File: config.mk
export PLATFORM = sky130hd
export DESIGN_NAME = wsplit_bridge
export DESIGN_NICKNAME = d
export VERILOG_FILES = /design/src/rtl/wsplit_pkg.sv /design/src/rtl/wsplit_ctrl.sv /design/src/rtl/wsplit_lanes.sv /design/src/rtl/wsplit_gather.sv /design/src/rtl/wsplit_bridge.sv
export SDC_FILE = /design/constraint.sdc
export NUM_CORES = 1
export LEC_CHECK = 0
export CAP_MARGIN = 20
export CORE_ASPECT_RATIO = 1.25
export CORE_MARGIN = 2
export CORE_UTILIZATION = 44
export DETAILED_ROUTE_END_ITERATION = 8
export PLACE_DENSITY = 0.95
export SLEW_MARGIN = 10
export SYNTH_ARGS = -nofsm -noshare
export SYNTH_HDL_FRONTEND = slang
export SYNTH_SLANG_ARGS = --single-unit
File: constraint.sdc
create_clock -name clk -period 5.3 [get_ports clk]
set_input_delay 1.59 -clock clk [delete_from_list [all_inputs] [get_ports clk]]
set_output_delay 1.59 -clock clk [all_outputs]
set_load 0.005 [all_outputs]
File: src/rtl/wsplit_pkg.sv
package wsplit_pkg;
   typedef enum logic [1:0] {
      ST_IDLE = 2'd0,
      ST_CYC1 = 2'd1,
      ST_CYC2 = 2'd2,
      ST_DONE = 2'd3
   } wsplit_state_e;

   typedef enum logic [1:0] {
      K_WORD = 2'd0,
      K_EVEN = 2'd1,
      K_ODD  = 2'd2,
      K_IACK = 2'd3
   } wsplit_kind_e;
endpackage

File: src/rtl/wsplit_ctrl.sv
module wsplit_ctrl
   import wsplit_pkg::*;
(
   input  logic          clk,
   input  logic          rst_n,
   input  logic          start,
   input  wsplit_kind_e  kind,
   input  logic          iack_single,
   input  logic          bus_rdy,
   input  logic          bus_ack16,
   output wsplit_state_e state,
   output logic          bus_start,
   output logic          cyc_end
);
   wsplit_state_e nxt;
   logic          need_second;

   assign cyc_end     = ((state == ST_CYC1) || (state == ST_CYC2)) && bus_rdy;
   assign need_second = !bus_ack16 &&
                        ((kind == K_WORD) || ((kind == K_IACK) && !iack_single));

   always_comb begin
      nxt = state;
      case (state)
         ST_IDLE: if (start)   nxt = ST_CYC1;
         ST_CYC1: if (bus_rdy) nxt = need_second ? ST_CYC2 : ST_DONE;
         ST_CYC2: if (bus_rdy) nxt = ST_DONE;
         default:              nxt = ST_IDLE;
      endcase
   end

   always_ff @(posedge clk) begin
      if (!rst_n) begin
         state     <= ST_IDLE;
         bus_start <= 1'b0;
      end else begin
         state     <= nxt;
         bus_start <= ((nxt == ST_CYC1) && (state != ST_CYC1)) ||
                      ((nxt == ST_CYC2) && (state != ST_CYC2));
      end
   end
endmodule

File: src/rtl/wsplit_lanes.sv
module wsplit_lanes
   import wsplit_pkg::*;
#(
   parameter int ADDR_W = 24,
   parameter int BYTE_W = 8,
   localparam int DATA_W = 2 * BYTE_W
) (
   input  wsplit_state_e     state,
   input  wsplit_kind_e      kind,
   input  logic              wr,
   input  logic [ADDR_W-1:1] word_addr,
   input  logic [DATA_W-1:0] wdata,
   output logic [ADDR_W-1:0] bus_addr,
   output logic              bus_cyc,
   output logic              bus_wr,
   output logic              bus_xreq,
   output logic [BYTE_W-1:0] bus_dout,
   output logic [BYTE_W-1:0] bus_di_drv
);
   logic              first, second;
   logic [BYTE_W-1:0] even_b, odd_b;

   assign first   = (state == ST_CYC1);
   assign second  = (state == ST_CYC2);
   assign even_b  = wdata[DATA_W-1:BYTE_W];
   assign odd_b   = wdata[BYTE_W-1:0];
   assign bus_cyc = first || second;
   assign bus_wr  = bus_cyc && wr;

   always_comb begin
      bus_addr    = {word_addr, 1'b0};
      bus_addr[0] = second || (kind == K_ODD);
      bus_xreq    = first && ((kind == K_WORD) || (kind == K_IACK));
      bus_dout    = '0;
      bus_di_drv  = '0;
      if (bus_wr) begin
         if (second || (kind == K_ODD)) bus_dout = odd_b;
         else                           bus_dout = even_b;
         if (first && (kind == K_WORD)) bus_di_drv = odd_b;
      end
   end
endmodule

File: src/rtl/wsplit_gather.sv
module wsplit_gather
   import wsplit_pkg::*;
#(
   parameter int BYTE_W = 8,
   localparam int DATA_W = 2 * BYTE_W,
   localparam int LANES  = 2
) (
   input  logic              clk,
   input  logic              rst_n,
   input  logic              clear,
   input  logic              cyc_end,
   input  logic              wr,
   input  wsplit_state_e     state,
   input  wsplit_kind_e      kind,
   input  logic              ack16,
   input  logic              iack_single,
   input  logic [BYTE_W-1:0] bus_din,
   input  logic [BYTE_W-1:0] bus_do_in,
   output logic [DATA_W-1:0] rdata
);
   // lane 1 holds the even byte (upper half), lane 0 the odd byte
   logic [LANES-1:0]  ld;
   logic [BYTE_W-1:0] src [LANES];

   always_comb begin
      ld     = '0;
      src[0] = bus_din;
      src[1] = bus_din;
      if (cyc_end && !wr) begin
         if (state == ST_CYC2) begin
            ld[0] = 1'b1;
         end else begin
            case (kind)
               K_WORD: begin
                  ld[1] = 1'b1;
                  if (ack16) begin
                     ld[0]  = 1'b1;
                     src[0] = bus_do_in;
                  end
               end
               K_EVEN: ld[1] = 1'b1;
               K_ODD:  ld[0] = 1'b1;
               default: begin
                  if (iack_single) begin
                     ld[0] = 1'b1;
                  end else if (ack16) begin
                     ld[0]  = 1'b1;
                     src[0] = bus_do_in;
                  end
               end
            endcase
         end
      end
   end

   for (genvar b = 0; b < LANES; b++) begin : g_lane
      logic [BYTE_W-1:0] q;
      always_ff @(posedge clk) begin
         if (!rst_n || clear) q <= '0;
         else if (ld[b])      q <= src[b];
      end
      assign rdata[b*BYTE_W +: BYTE_W] = q;
   end
endmodule

File: src/rtl/wsplit_bridge.sv
module wsplit_bridge
   import wsplit_pkg::*;
#(
   parameter int ADDR_W = 24,
   parameter int BYTE_W = 8,
   localparam int DATA_W = 2 * BYTE_W
) (
   input  logic              clk,
   input  logic              rst_n,
   input  logic              cpu_req,
   input  logic [ADDR_W-1:1] cpu_addr,
   input  logic              cpu_ub,
   input  logic              cpu_lb,
   input  logic              cpu_wr,
   input  logic              cpu_iack,
   input  logic [DATA_W-1:0] cpu_wdata,
   output logic [DATA_W-1:0] cpu_rdata,
   output logic              cpu_ack,
   input  logic              iack_single,
   output logic [ADDR_W-1:0] bus_addr,
   output logic              bus_start,
   output logic              bus_cyc,
   output logic              bus_wr,
   output logic              bus_xreq,
   output logic [BYTE_W-1:0] bus_dout,
   output logic [BYTE_W-1:0] bus_di_drv,
   input  logic [BYTE_W-1:0] bus_din,
   input  logic [BYTE_W-1:0] bus_do_in,
   input  logic              bus_ack16,
   input  logic              bus_rdy
);
   if (ADDR_W < 2) begin : g_bad_addr
      $error("wsplit_bridge: ADDR_W must be at least 2");
   end
   if (BYTE_W < 1) begin : g_bad_byte
      $error("wsplit_bridge: BYTE_W must be at least 1");
   end

   wsplit_state_e     state;
   wsplit_kind_e      kind_q, kind_in;
   logic              start, cyc_end, wr_q;
   logic [ADDR_W-1:1] addr_q;
   logic [DATA_W-1:0] wdata_q;

   assign start = (state == ST_IDLE) && cpu_req && (cpu_ub || cpu_lb || cpu_iack);

   always_comb begin
      if (cpu_iack)               kind_in = K_IACK;
      else if (cpu_ub && cpu_lb)  kind_in = K_WORD;
      else if (cpu_ub)            kind_in = K_EVEN;
      else                        kind_in = K_ODD;
   end

   always_ff @(posedge clk) begin
      if (!rst_n) begin
         kind_q  <= K_WORD;
         wr_q    <= 1'b0;
         addr_q  <= '0;
         wdata_q <= '0;
      end else if (start) begin
         kind_q  <= kind_in;
         wr_q    <= cpu_wr && !cpu_iack;
         addr_q  <= cpu_addr;
         wdata_q <= cpu_wdata;
      end
   end

   wsplit_ctrl u_ctrl (
      .clk, .rst_n, .start,
      .kind        (kind_q),
      .iack_single,
      .bus_rdy, .bus_ack16,
      .state, .bus_start, .cyc_end
   );

   wsplit_lanes #(.ADDR_W(ADDR_W), .BYTE_W(BYTE_W)) u_lanes (
      .state,
      .kind       (kind_q),
      .wr         (wr_q),
      .word_addr  (addr_q),
      .wdata      (wdata_q),
      .bus_addr, .bus_cyc, .bus_wr, .bus_xreq, .bus_dout, .bus_di_drv
   );

   wsplit_gather #(.BYTE_W(BYTE_W)) u_gather (
      .clk, .rst_n,
      .clear      (start),
      .cyc_end,
      .wr         (wr_q),
      .state,
      .kind       (kind_q),
      .ack16      (bus_ack16),
      .iack_single,
      .bus_din, .bus_do_in,
      .rdata      (cpu_rdata)
   );

   assign cpu_ack = (state == ST_DONE);
endmodule

==> flow_metrics.py, run 1 <==
metrics = {
    "clock_network": {
        "postCtsSetupBuffers": 0,
        "clock_latency_ns": 0.33,
        "clockBufferDepth": 2,
        "cts_tree": "done",
        "ctsHoldBuffers": 0,
        "numCtsBuffers": 9,
        "cts-root-buf": "clkbuf_8",
        "cts_sinks": 61,
        "htree_levels": 3,
        "path_clk_slew_ns": 0.06,
        "post_cts_resized": 0,
    },
    "yosys": {
        "yosysMostFrequentCell": "nand2_1",
        "yosys_warnings": 0,
        "avgSynthCellArea_um2": 8.04,
        "synth_fa_ha_area_frac": 0.0415,
        "netlist_area_um2": 2720,
        "synth_edf_count": 0,
        "syn_inst": 338,
        "ys_top_cells_by_count": "nand2_1, a21oi_1, dfxtp_1",
        "synth_top_flop_cell": "dfxtp_1",
        "synth_nets": 412,
        "synthMuxAreaShare": 0.0336,
        "synth_xor_area_frac": 0,
        "synthArstFlopShare": 0,
        "synthTopCellsByArea": "dfxtp_1, nand2_1, a21oi_1, ha_1, mux2i_1",
        "netlist.area_leader.share": 0.450,
        "synth.distinct_cells": 36,
        "ys_ff_latch": 61,
        "synth.largest_area_cell": "dfxtp_1",
        "synth_top_family_by_area": "simple AND/OR/NAND/NOR gates",
        "yosysSeqAreaShare": 0.450,
        "synth-simple-area-share": 0.224,
        "synth_compound_area_frac": 0.211,
    },
    "global_routing": {
        "grt_max_degree": 43,
        "antenna_found_initial": 0,
        "grt_pass1_vias": 2837,
        "grt_pass1_wl_um": 12300,
        "grt-ovfl-total": 0,
        "grtUsageTotal": 0.234,
    },
    "timing": {
        "tightest_slew_ns": 0.889,
        "timing.final.ws_setup_ns": 0.876,
        "fin_hold_ws_ns": 0.453,
        "setup_viol": 0,
        "fmax_mhz": 226,
        "hold_viol": 0,
        "period_minus_slack_ns": 4.42,
        "timing.setup.tns_ns": 0,
        "timing.final.crit_share": 0.835,
        "relSlewSlack": 0.406,
        "rsz0062_at_grt": "false",
        "fin_skew_ns": 0.00908,
        "slew_viol_final": 0,
    },
    "setup_path": {
        "cp_max_fo": 11,
        "crit_slowest_cell": "nor2_1",
        "slowest_delay_ns": 0.58,
        "crit_family": "buffers and inverters",
        "cp_cell_sequence": "inv_1 > ha_1 > nor2_1 > clkinv_1 > nand2_1 > a21oi_1 > clkdlybuf4s50_1",
        "end_kind": "primary output",
        "startpoint_type": "flop",
        "critPathBufInv": 3,
        "crit_type": "reg -> out",
        "worstPathRequired_ns": 3.71,
        "arrival_ns": 2.83,
    },
    "place": {
        "dp_cells": 536,
        "numPortBuffers": 125,
        "dp_worst_setup_slack_ns": 1.25,
        "gp_congestion": 0.819,
        "dpl.hpwl_um": 5900,
    },
    "power_and_ir_drop": {
        "switchingPower_uw": 354,
        "pwr-share-comb": 0.252,
        "p_seq_frac": 0.412,
        "leakage_uw": 0.00155,
        "peakVddDrop_mv": 0.252,
        "clockPowerShare": 0.336,
        "power.density_nw_per_um2": 300,
        "netSwitchingFraction": 0.279,
        "p_int_uw": 914,
    },
    "drt": {
        "ant_nets": 0,
        "drc": 0,
        "vias": 2848,
        "drt-initial-drc-count": 139,
        "drt-total-wl_um": 7830,
        "viasPerCell": 5.16,
        "wl_per_cell_um": 14.2,
        "drt_first_pass_iters": 4,
    },
    "finish": {
        "fillCellCount": 487,
        "nets": 536,
        "drive_above_1_share": 0.0514,
        "areaGrowthSynthToFinish_pct": 55.7,
        "num_antenna_cells": 0,
        "fin_cells": 552,
        "fin_util": 0.695,
    },
    "floorplan": {
        "dieWidth_um": 74.3,
        "core_um2": 6090,
        "die_y_um": 91.8,
        "pin_count": 126,
        "rows": 32,
        "die-area_um2": 6820,
        "start_util": 0.446,
    },
    "run_status": {
        "status": "complete, no violations",
    },
    "run": {
        "maxCapViolCount": 0,
    },
    "min_path": {
        "holdCritPathClass": "reg -> reg",
    },
}
[power groups by stage]
| stage | logic [uW] | registers, uW | clock network, uW |
|---|---|---|---|
| 5_1_grt | 350 | 527 | 459 |
| 4_1_cts | 320 | 522 | 437 |
| 6_report | 319 | 523 | 426 |
| 2_1_floorplan | 170 | 531 | 0 |
| 3_5_place_dp | 317 | 532 | 0 |
| 3_3_place_gp | 307 | 530 | 0 |
[final timing paths]
| path | slack [ns] | endpoint | depth (start not counted) | from |
|---|---|---|---|---|
| worst max-delay path | 0.88 | bus_dout[1] | 7 | u_ctrl.state[0] |
| worst min-delay path | 0.45 | addr_q[14] | 2 | addr_q[14] |
| worst max register to register | 2.95 | u_gather.g_lane[0].q[5] | 6 | u_ctrl.state[1] |
| worst min register to register | 0.45 | addr_q[14] | 2 | addr_q[14] |
[cells by family (layout without fill, tap and decap cells)]
logic type / after synthesis / after routing
flops: 61 / 61
fa+ha+maj: 9 / 9
buf+inv: 23 / 152
compound gates: 98 / 98
simple gates: 138 / 138
mux: 9 / 9
[cells in the final DEF, fill, tap and decap left out, types with 2 or more instances in the layout]
cell type and instances:
a21oi_1 63, a221oi_1 2, a31oi_1 3, and2_1 9
buf_4 3, clkbuf_8 12, clkdlybuf4s50_1 125, clkinv_1 2
dfxtp_1 61, ha_1 9, inv_1 6, mux2i_1 8
nand2_1 97, nand2b_1 3, nand4bb_1 2, nor2_1 14
nor2b_1 4, nor3_1 2, nor3b_1 2, o211ai_1 4
o21ai_0 10, o21ai_1 8
[sequential cells by signal, indices dropped and copies added (netlist names)]
register and count:
addr_q 23, u_gather.g_lane.q 16, wdata_q 16, kind_q 2, u_ctrl.state 2, u_ctrl.bus_start 1, wr_q 1
[layout make-up]
type	count	area, um2	share of cell area
repair buffers	128	1270	0.301
clock buffers	13	169	0.0399
well taps	85	106	0.0251
clock inverters	3	42.5	0.0101
multi-input cells	254	1390	0.328
flip-flops and latches	61	1220	0.289
inverters	8	30.0	0.00710
[worst min-delay path: cells and delay by family, from the launching register on]
| kind | cells | cell delay (ns) |
|---|---|---|
| flip-flops | 1 | 0.31 |
| AND/OR/NAND/NOR | 1 | 0.05 |
| AO/OA/AOI/OAI | 1 | 0.05 |
[metrics by stage]
| stage | power (uW) | cell area (um2) |
|---|---|---|
| 2_1_floorplan | 701 | 2720 |
| 5_1_grt | 1330 | 4230 |
| 3_3_place_gp | 837 | 4020 |
| 6_report | 1270 | 4230 |
| 4_1_cts | 1280 | 4230 |
| 3_5_place_dp | 849 | 4020 |
[metal layers]
layer	track usage	wire length (um)
met5	0	0
met4	0.141	361
met3	0.0868	620
met2	0.403	4000
met1	0.231	2850
No activity file was read; power rests on OpenSTA's default activity.
==> run 2: changes to the inputs <==
--- a/config.mk
+++ b/config.mk
@@ -8,9 +8,9 @@
 export CAP_MARGIN = 20
 export CORE_ASPECT_RATIO = 1.25
 export CORE_MARGIN = 2
-export CORE_UTILIZATION = 44
+export CORE_UTILIZATION = 41
 export DETAILED_ROUTE_END_ITERATION = 8
-export PLACE_DENSITY = 0.95
+export PLACE_DENSITY = 0.91
 export SLEW_MARGIN = 10
 export SYNTH_ARGS = -nofsm -noshare
 export SYNTH_HDL_FRONTEND = slang
==> constraint.sdc (replaced) <==
create_clock -name clk -period 4.1 [get_ports clk]
set_input_delay 1.23 -clock clk [delete_from_list [all_inputs] [get_ports clk]]
set_output_delay 1.23 -clock clk [all_outputs]
set_load 0.005 [all_outputs]
==> run 2 against run 1 <==
Combinational power increased by 30%. Clock-buffer cell count decreased by 2. Via count decreased by 1.2%. Final area increased by 0.18%. Die area increased by 7.0%. Non-clock buffer count increased by 2. Worst hold slack improved by 0.00070 ns. Cell count increased by 0.72%. Core utilization decreased by 4.1 points. Clock power increased by 25%. Highest routed layer unchanged. Critical path depth unchanged.
==> flow_metrics.py, run 2 (synthesized netlist as in run 1, its figures left out) <==
metrics = {
    "drt": {
        "vias": 2815,
        "wl_per_cell_um": 14.2,
        "drc": 0,
        "drt-total-wl_um": 7870,
        "drt-initial-drc-count": 166,
        "ant_nets": 0,
        "drt_first_pass_iters": 5,
        "viasPerCell": 5.06,
    },
    "floorplan": {
        "die-area_um2": 7300,
        "rows": 33,
        "pin_count": 126,
        "core_um2": 6480,
        "start_util": 0.419,
        "die_y_um": 95.0,
        "dieWidth_um": 76.8,
    },
    "global_routing": {
        "grt-ovfl-total": 0,
        "antenna_found_initial": 0,
        "grt_max_degree": 40,
        "grt_pass1_vias": 2745,
        "grtUsageTotal": 0.218,
        "grt_pass1_wl_um": 12500,
    },
    "setup_path": {
        "arrival_ns": 2.47,
        "crit_type": "reg -> out",
        "end_kind": "primary output",
        "slowest_delay_ns": 0.50,
        "startpoint_type": "flop",
        "r2r_setup_slack_ns": 1.85,
        "worstPathRequired_ns": 2.87,
        "rr_endpoint": "u_gather.g_lane[0].q[5]",
        "cp_max_fo": 9,
        "r2r_start": "u_ctrl.state[0]",
        "cp_cell_sequence": "inv_1 > ha_1 > nand2_1 > inv_1 > and3_1 > and2_1 > clkdlybuf4s50_1",
        "crit_slowest_cell": "clkdlybuf4s50_1",
        "rr_worst_depth": 6,
        "cpMostUsedCell": "inv_1",
    },
    "finish": {
        "fin_cells": 556,
        "areaGrowthSynthToFinish_pct": 56.0,
        "fillCellCount": 533,
        "final_common_cell": "clkdlybuf4s50_1",
        "num_antenna_cells": 0,
        "drive_above_1_share": 0.0554,
        "nets": 538,
        "largest_reg_flops": 23,
        "reg_top3": "addr_q: 23 flops, u_gather.g_lane.q: 16 flops, wdata_q: 16 flops",
        "design_area_um2": 4240,
        "final_cell_mix": "clkdlybuf4s50_1, nand2_1, a21oi_1",
        "regMostFlops": "addr_q",
    },
    "power_and_ir_drop": {
        "pwr-share-comb": 0.256,
        "leakage_uw": 0.00156,
        "netSwitchingFraction": 0.290,
        "p_seq_frac": 0.416,
        "switchingPower_uw": 472,
        "peakVddDrop_mv": 0.252,
        "power.density_nw_per_um2": 384,
        "totalPowerFinal_uw": 1630,
        "p_int_uw": 1150,
        "clockPowerShare": 0.328,
    },
    "clock_network": {
        "ctsHoldBuffers": 0,
        "numCtsBuffers": 9,
        "postCtsSetupBuffers": 0,
        "cts_sinks": 61,
        "cts_tree": "done",
        "post_cts_resized": 0,
        "clockBufferDepth": 2,
        "cts-root-buf": "clkbuf_8",
        "clock_latency_ns": 0.33,
        "htree_levels": 3,
        "path_clk_slew_ns": 0.07,
    },
    "run_status": {
        "status": "complete, no violations",
    },
    "timing": {
        "relSlewSlack": 0.589,
        "fin_hold_ws_ns": 0.453,
        "setup_viol": 0,
        "timing.setup.tns_ns": 0,
        "tightest_slew_ns": 0.616,
        "timing.final.crit_share": 0.902,
        "rsz0062_at_grt": "false",
        "slew_viol_final": 0,
        "fmax_mhz": 270,
        "hold_viol": 0,
        "fin_skew_ns": 0.00957,
        "period_minus_slack_ns": 3.70,
    },
    "min_path": {
        "min_path_cells": 2,
        "hold_end": "addr_q[3]",
        "hold_start": "addr_q[3]",
        "holdCritPathClass": "reg -> reg",
    },
    "place": {
        "dp_cells": 540,
        "place_area_um2": 4040,
        "gp_congestion": 0.879,
        "dpl.hpwl_um": 5980,
        "numPortBuffers": 125,
    },
    "run": {
        "maxCapViolCount": 0,
    },
}
==> run 2: cell types whose count changed in the layout (fill, tap and decap cells not counted), sizes merged <==
cell	previous run	this run
clkbuf	13	11
clkinv	3	5
buf	3	5
==> run 2: worst max-delay path by stage <==
stage	from	to	slack, ns
CTS	u_ctrl.state[1]	bus_di_drv[5]	0.38
detailed placement	u_ctrl.state[1]	bus_di_drv[5]	0.74
global route	u_ctrl.state[1]	bus_di_drv[5]	0.19
global placement	u_ctrl.state[1]	bus_di_drv[1]	0.84
finish	u_ctrl.state[1]	bus_di_drv[6]	0.40
floorplan	u_ctrl.state[1]	bus_di_drv[0]	1.42
==> run 2: per-stage QoR <==
stage	setup WS [ns]	util
CTS	0.375	0.654
floorplan	1.42	-
finish	0.402	0.654
detailed placement	0.743	0.622
global placement	0.839	0.622
global route	0.188	0.654
==> run 2: layer usage <==
metal	global-route usage	up-vias	wire, um	part of all wire
li1	-	1397	-	-
met1	0.220	1285	3030	0.38
met2	0.390	112	4070	0.52
met3	0.0841	21	554	0.070
met4	0.118	0	219	0.028
met5	0	-	0	0
==> run 2: worst max-delay path: cells and delay by family, from the launching register on <==
family	cells	cell delay [ns]
buffers and inverters	3	0.72
AND/OR/NAND/NOR	3	0.67
flip-flops	1	0.41
adder cells (fa/ha/maj)	1	0.34
==> run 2: power by group through the flow <==
| stage | clock, uW | sequential [uW] | combinational, uW |
|---|---|---|---|
| finish | 534 | 676 | 416 |
| global route | 577 | 681 | 457 |
| CTS | 546 | 675 | 419 |
| detailed placement | 0 | 688 | 416 |
| global placement | 0 | 685 | 404 |
| floorplan | 0 | 686 | 220 |
==> run 2: layout make-up <==
class | instances | area [um2] | area share
Tap cell | 87 | 109 | 0.0257
Multi-Input combinational cell | 254 | 1390 | 0.327
Timing Repair Buffer | 130 | 1290 | 0.304
Clock buffer | 11 | 141 | 0.0334
Clock inverter | 5 | 60.1 | 0.0142
Sequential cell | 61 | 1220 | 0.288
Inverter | 8 | 30.0 | 0.00709
==> run 3: changes to the inputs <==
--- a/config.mk
+++ b/config.mk
@@ -6,9 +6,10 @@
 export NUM_CORES = 1
 export LEC_CHECK = 0
 export CAP_MARGIN = 20
-export CORE_ASPECT_RATIO = 1.25
-export CORE_MARGIN = 2
+export CORE_ASPECT_RATIO = 0.75
+export CORE_MARGIN = 1.5
 export CORE_UTILIZATION = 41
+export CTS_BUF_LIST = sky130_fd_sc_hd__clkbuf_8 sky130_fd_sc_hd__clkbuf_16
 export DETAILED_ROUTE_END_ITERATION = 8
 export PLACE_DENSITY = 0.91
 export SLEW_MARGIN = 10
==> run 3 against run 2 <==
Non-clock buffer count unchanged. Sequential cell count unchanged. Power down 0.97%. Highest routed layer unchanged. Die area down 2.3%. Via count about the same.
==> flow_metrics.py, run 3 (synthesized netlist as in run 1, its figures left out) <==
metrics = {
    "finish": {
        "regMostFlops": "addr_q",
        "multi_input_area_um2": 1390,
        "final_cell_mix": "clkdlybuf4s50_1, nand2_1, a21oi_1",
        "fillCellCount": 511,
        "final_common_cell": "clkdlybuf4s50_1",
        "num_antenna_cells": 0,
        "design_area_um2": 4220,
        "reg_top3": "addr_q: 23 flops, u_gather.g_lane.q: 16 flops, wdata_q: 16 flops",
        "nets": 538,
        "areaGrowthSynthToFinish_pct": 55.3,
        "drive_above_1_share": 0.0554,
        "largest_reg_flops": 23,
        "regArea_um2": 1220,
    },
    "timing": {
        "period_minus_slack_ns": 3.84,
        "relSlewSlack": 0.464,
        "rsz0062_at_grt": "false",
        "hold_viol": 0,
        "slew_viol_final": 0,
        "timing.final.crit_share": 0.936,
        "tightest_slew_ns": 0.799,
        "fmax_mhz": 260,
        "setup_viol": 0,
        "fin_skew_ns": 0.00851,
        "timing.setup.tns_ns": 0,
    },
    "floorplan": {
        "die-area_um2": 7130,
        "core_um2": 6350,
        "dieWidth_um": 97.0,
        "die_y_um": 73.5,
        "start_util": 0.428,
        "pin_count": 126,
        "rows": 25,
    },
    "power_and_ir_drop": {
        "totalPowerFinal_uw": 1610,
        "power.density_nw_per_um2": 382,
        "peakVddDrop_mv": 0.293,
        "leakage_uw": 0.00156,
    },
    "drt": {
        "dr_wl_met3_um": 583,
        "drt-initial-drc-count": 165,
        "drc": 0,
        "wl_met1_um": 3540,
        "ant_nets": 0,
        "met2_length_um": 3860,
        "wl_per_cell_um": 14.8,
        "drt-total-wl_um": 8150,
        "drt_first_pass_iters": 5,
        "viasPerCell": 5.12,
        "top_layer": "met4",
        "vias": 2816,
    },
    "setup_path": {
        "critPathLaunch": "u_ctrl.state[1]",
        "startpoint_type": "flop",
        "rr_worst_depth": 6,
        "r2r_start": "u_ctrl.state[1]",
        "r2r_setup_slack_ns": 1.79,
        "crit_type": "reg -> out",
        "arrival_ns": 2.61,
        "end_kind": "primary output",
        "rr_endpoint": "u_gather.g_lane[0].q[1]",
        "cp_max_fo": 9,
        "crit_end": "bus_di_drv[6]",
        "worstPathRequired_ns": 2.87,
    },
    "global_routing": {
        "grtUsageTotal": 0.231,
        "grt_max_degree": 30,
        "grt_pass1_vias": 2706,
        "antenna_found_initial": 0,
        "grt_pass1_wl_um": 12900,
        "grt-ovfl-total": 0,
    },
    "clock_network": {
        "post_cts_resized": 0,
        "clockBufferDepth": 2,
        "cts_sinks": 61,
        "cts-root-buf": "clkbuf_8",
        "ctsHoldBuffers": 0,
        "cts_tree": "done",
        "postCtsSetupBuffers": 0,
        "htree_levels": 3,
        "clock_latency_ns": 0.34,
        "path_clk_slew_ns": 0.07,
        "numCtsBuffers": 9,
    },
    "place": {
        "gp_congestion": 0.905,
        "place_area_um2": 4030,
        "dpl.hpwl_um": 6190,
        "numPortBuffers": 125,
    },
    "run": {
        "maxCapViolCount": 0,
    },
    "run_status": {
        "status": "complete, no violations",
    },
    "min_path": {
        "holdCritPathClass": "reg -> reg",
    },
}
==> run 3: changes by cell type in the layout (fill, tap and decap cells not counted) <==
cell,previous run,this run
clkinv_2,1,2
clkbuf_1,1,0
inv_1,6,7
clkinvlp_4,1,2
clkbuf_8,10,9
clkinv_4,2,1
==> run 3: how the worst min path moves through the flow <==
stage,startpoint,endpoint,slack (ns),cells past startpoint
5_1_grt,addr_q[16],addr_q[16],0.48,2
3_3_place_gp,addr_q[15],addr_q[15],0.44,2
2_1_floorplan,wdata_q[10],wdata_q[10],0.44,2
3_5_place_dp,addr_q[17],addr_q[17],0.45,2
4_1_cts,addr_q[9],addr_q[9],0.46,2
6_report,addr_q[17],addr_q[17],0.45,2
==> run 3: metal layers <==
metal	up-vias	global-route usage
li1	1398	-
met2	93	0.394
met3	14	0.0647
met1	1311	0.281
met5	-	0
met4	0	0.0886
==> run 3: per-stage QoR <==
stage	utilization	worst slack [ns]	hold WS, ns	cells
floorplan	-	1.42	0.437	338
global placement	0.634	0.750	0.441	534
finish	0.664	0.261	0.455	550
detailed placement	0.634	0.631	0.448	534
global route	0.664	0.115	0.479	550
CTS	0.664	0.271	0.458	550
==> run 3: final cells by class <==
class / count / share of cell area
Multi-Input combinational cell: 254 / 0.329
Timing Repair Buffer: 130 / 0.305
Sequential cell: 61 / 0.289
Clock buffer: 9 / 0.0294
Tap cell: 81 / 0.0240
Clock inverter: 7 / 0.0160
Inverter: 8 / 0.00712
==> run 3: power breakdown <==
group | switching, uW | total (uW) | internal (uW)
Combinational | 211 | 422 | 211
Sequential | 30.4 | 675 | 645
Clock | 236 | 513 | 277
Total | 477 | 1610 | 1130
==> run 3: worst max-delay path, stage by stage, from the launching register on <==
cell,delay (ns)
dfxtp_1,0.42
inv_1,0.09
ha_1,0.36
nand2_1,0.25
inv_1,0.14
and3_1,0.35
and2_1,0.18
clkdlybuf4s50_1,0.50
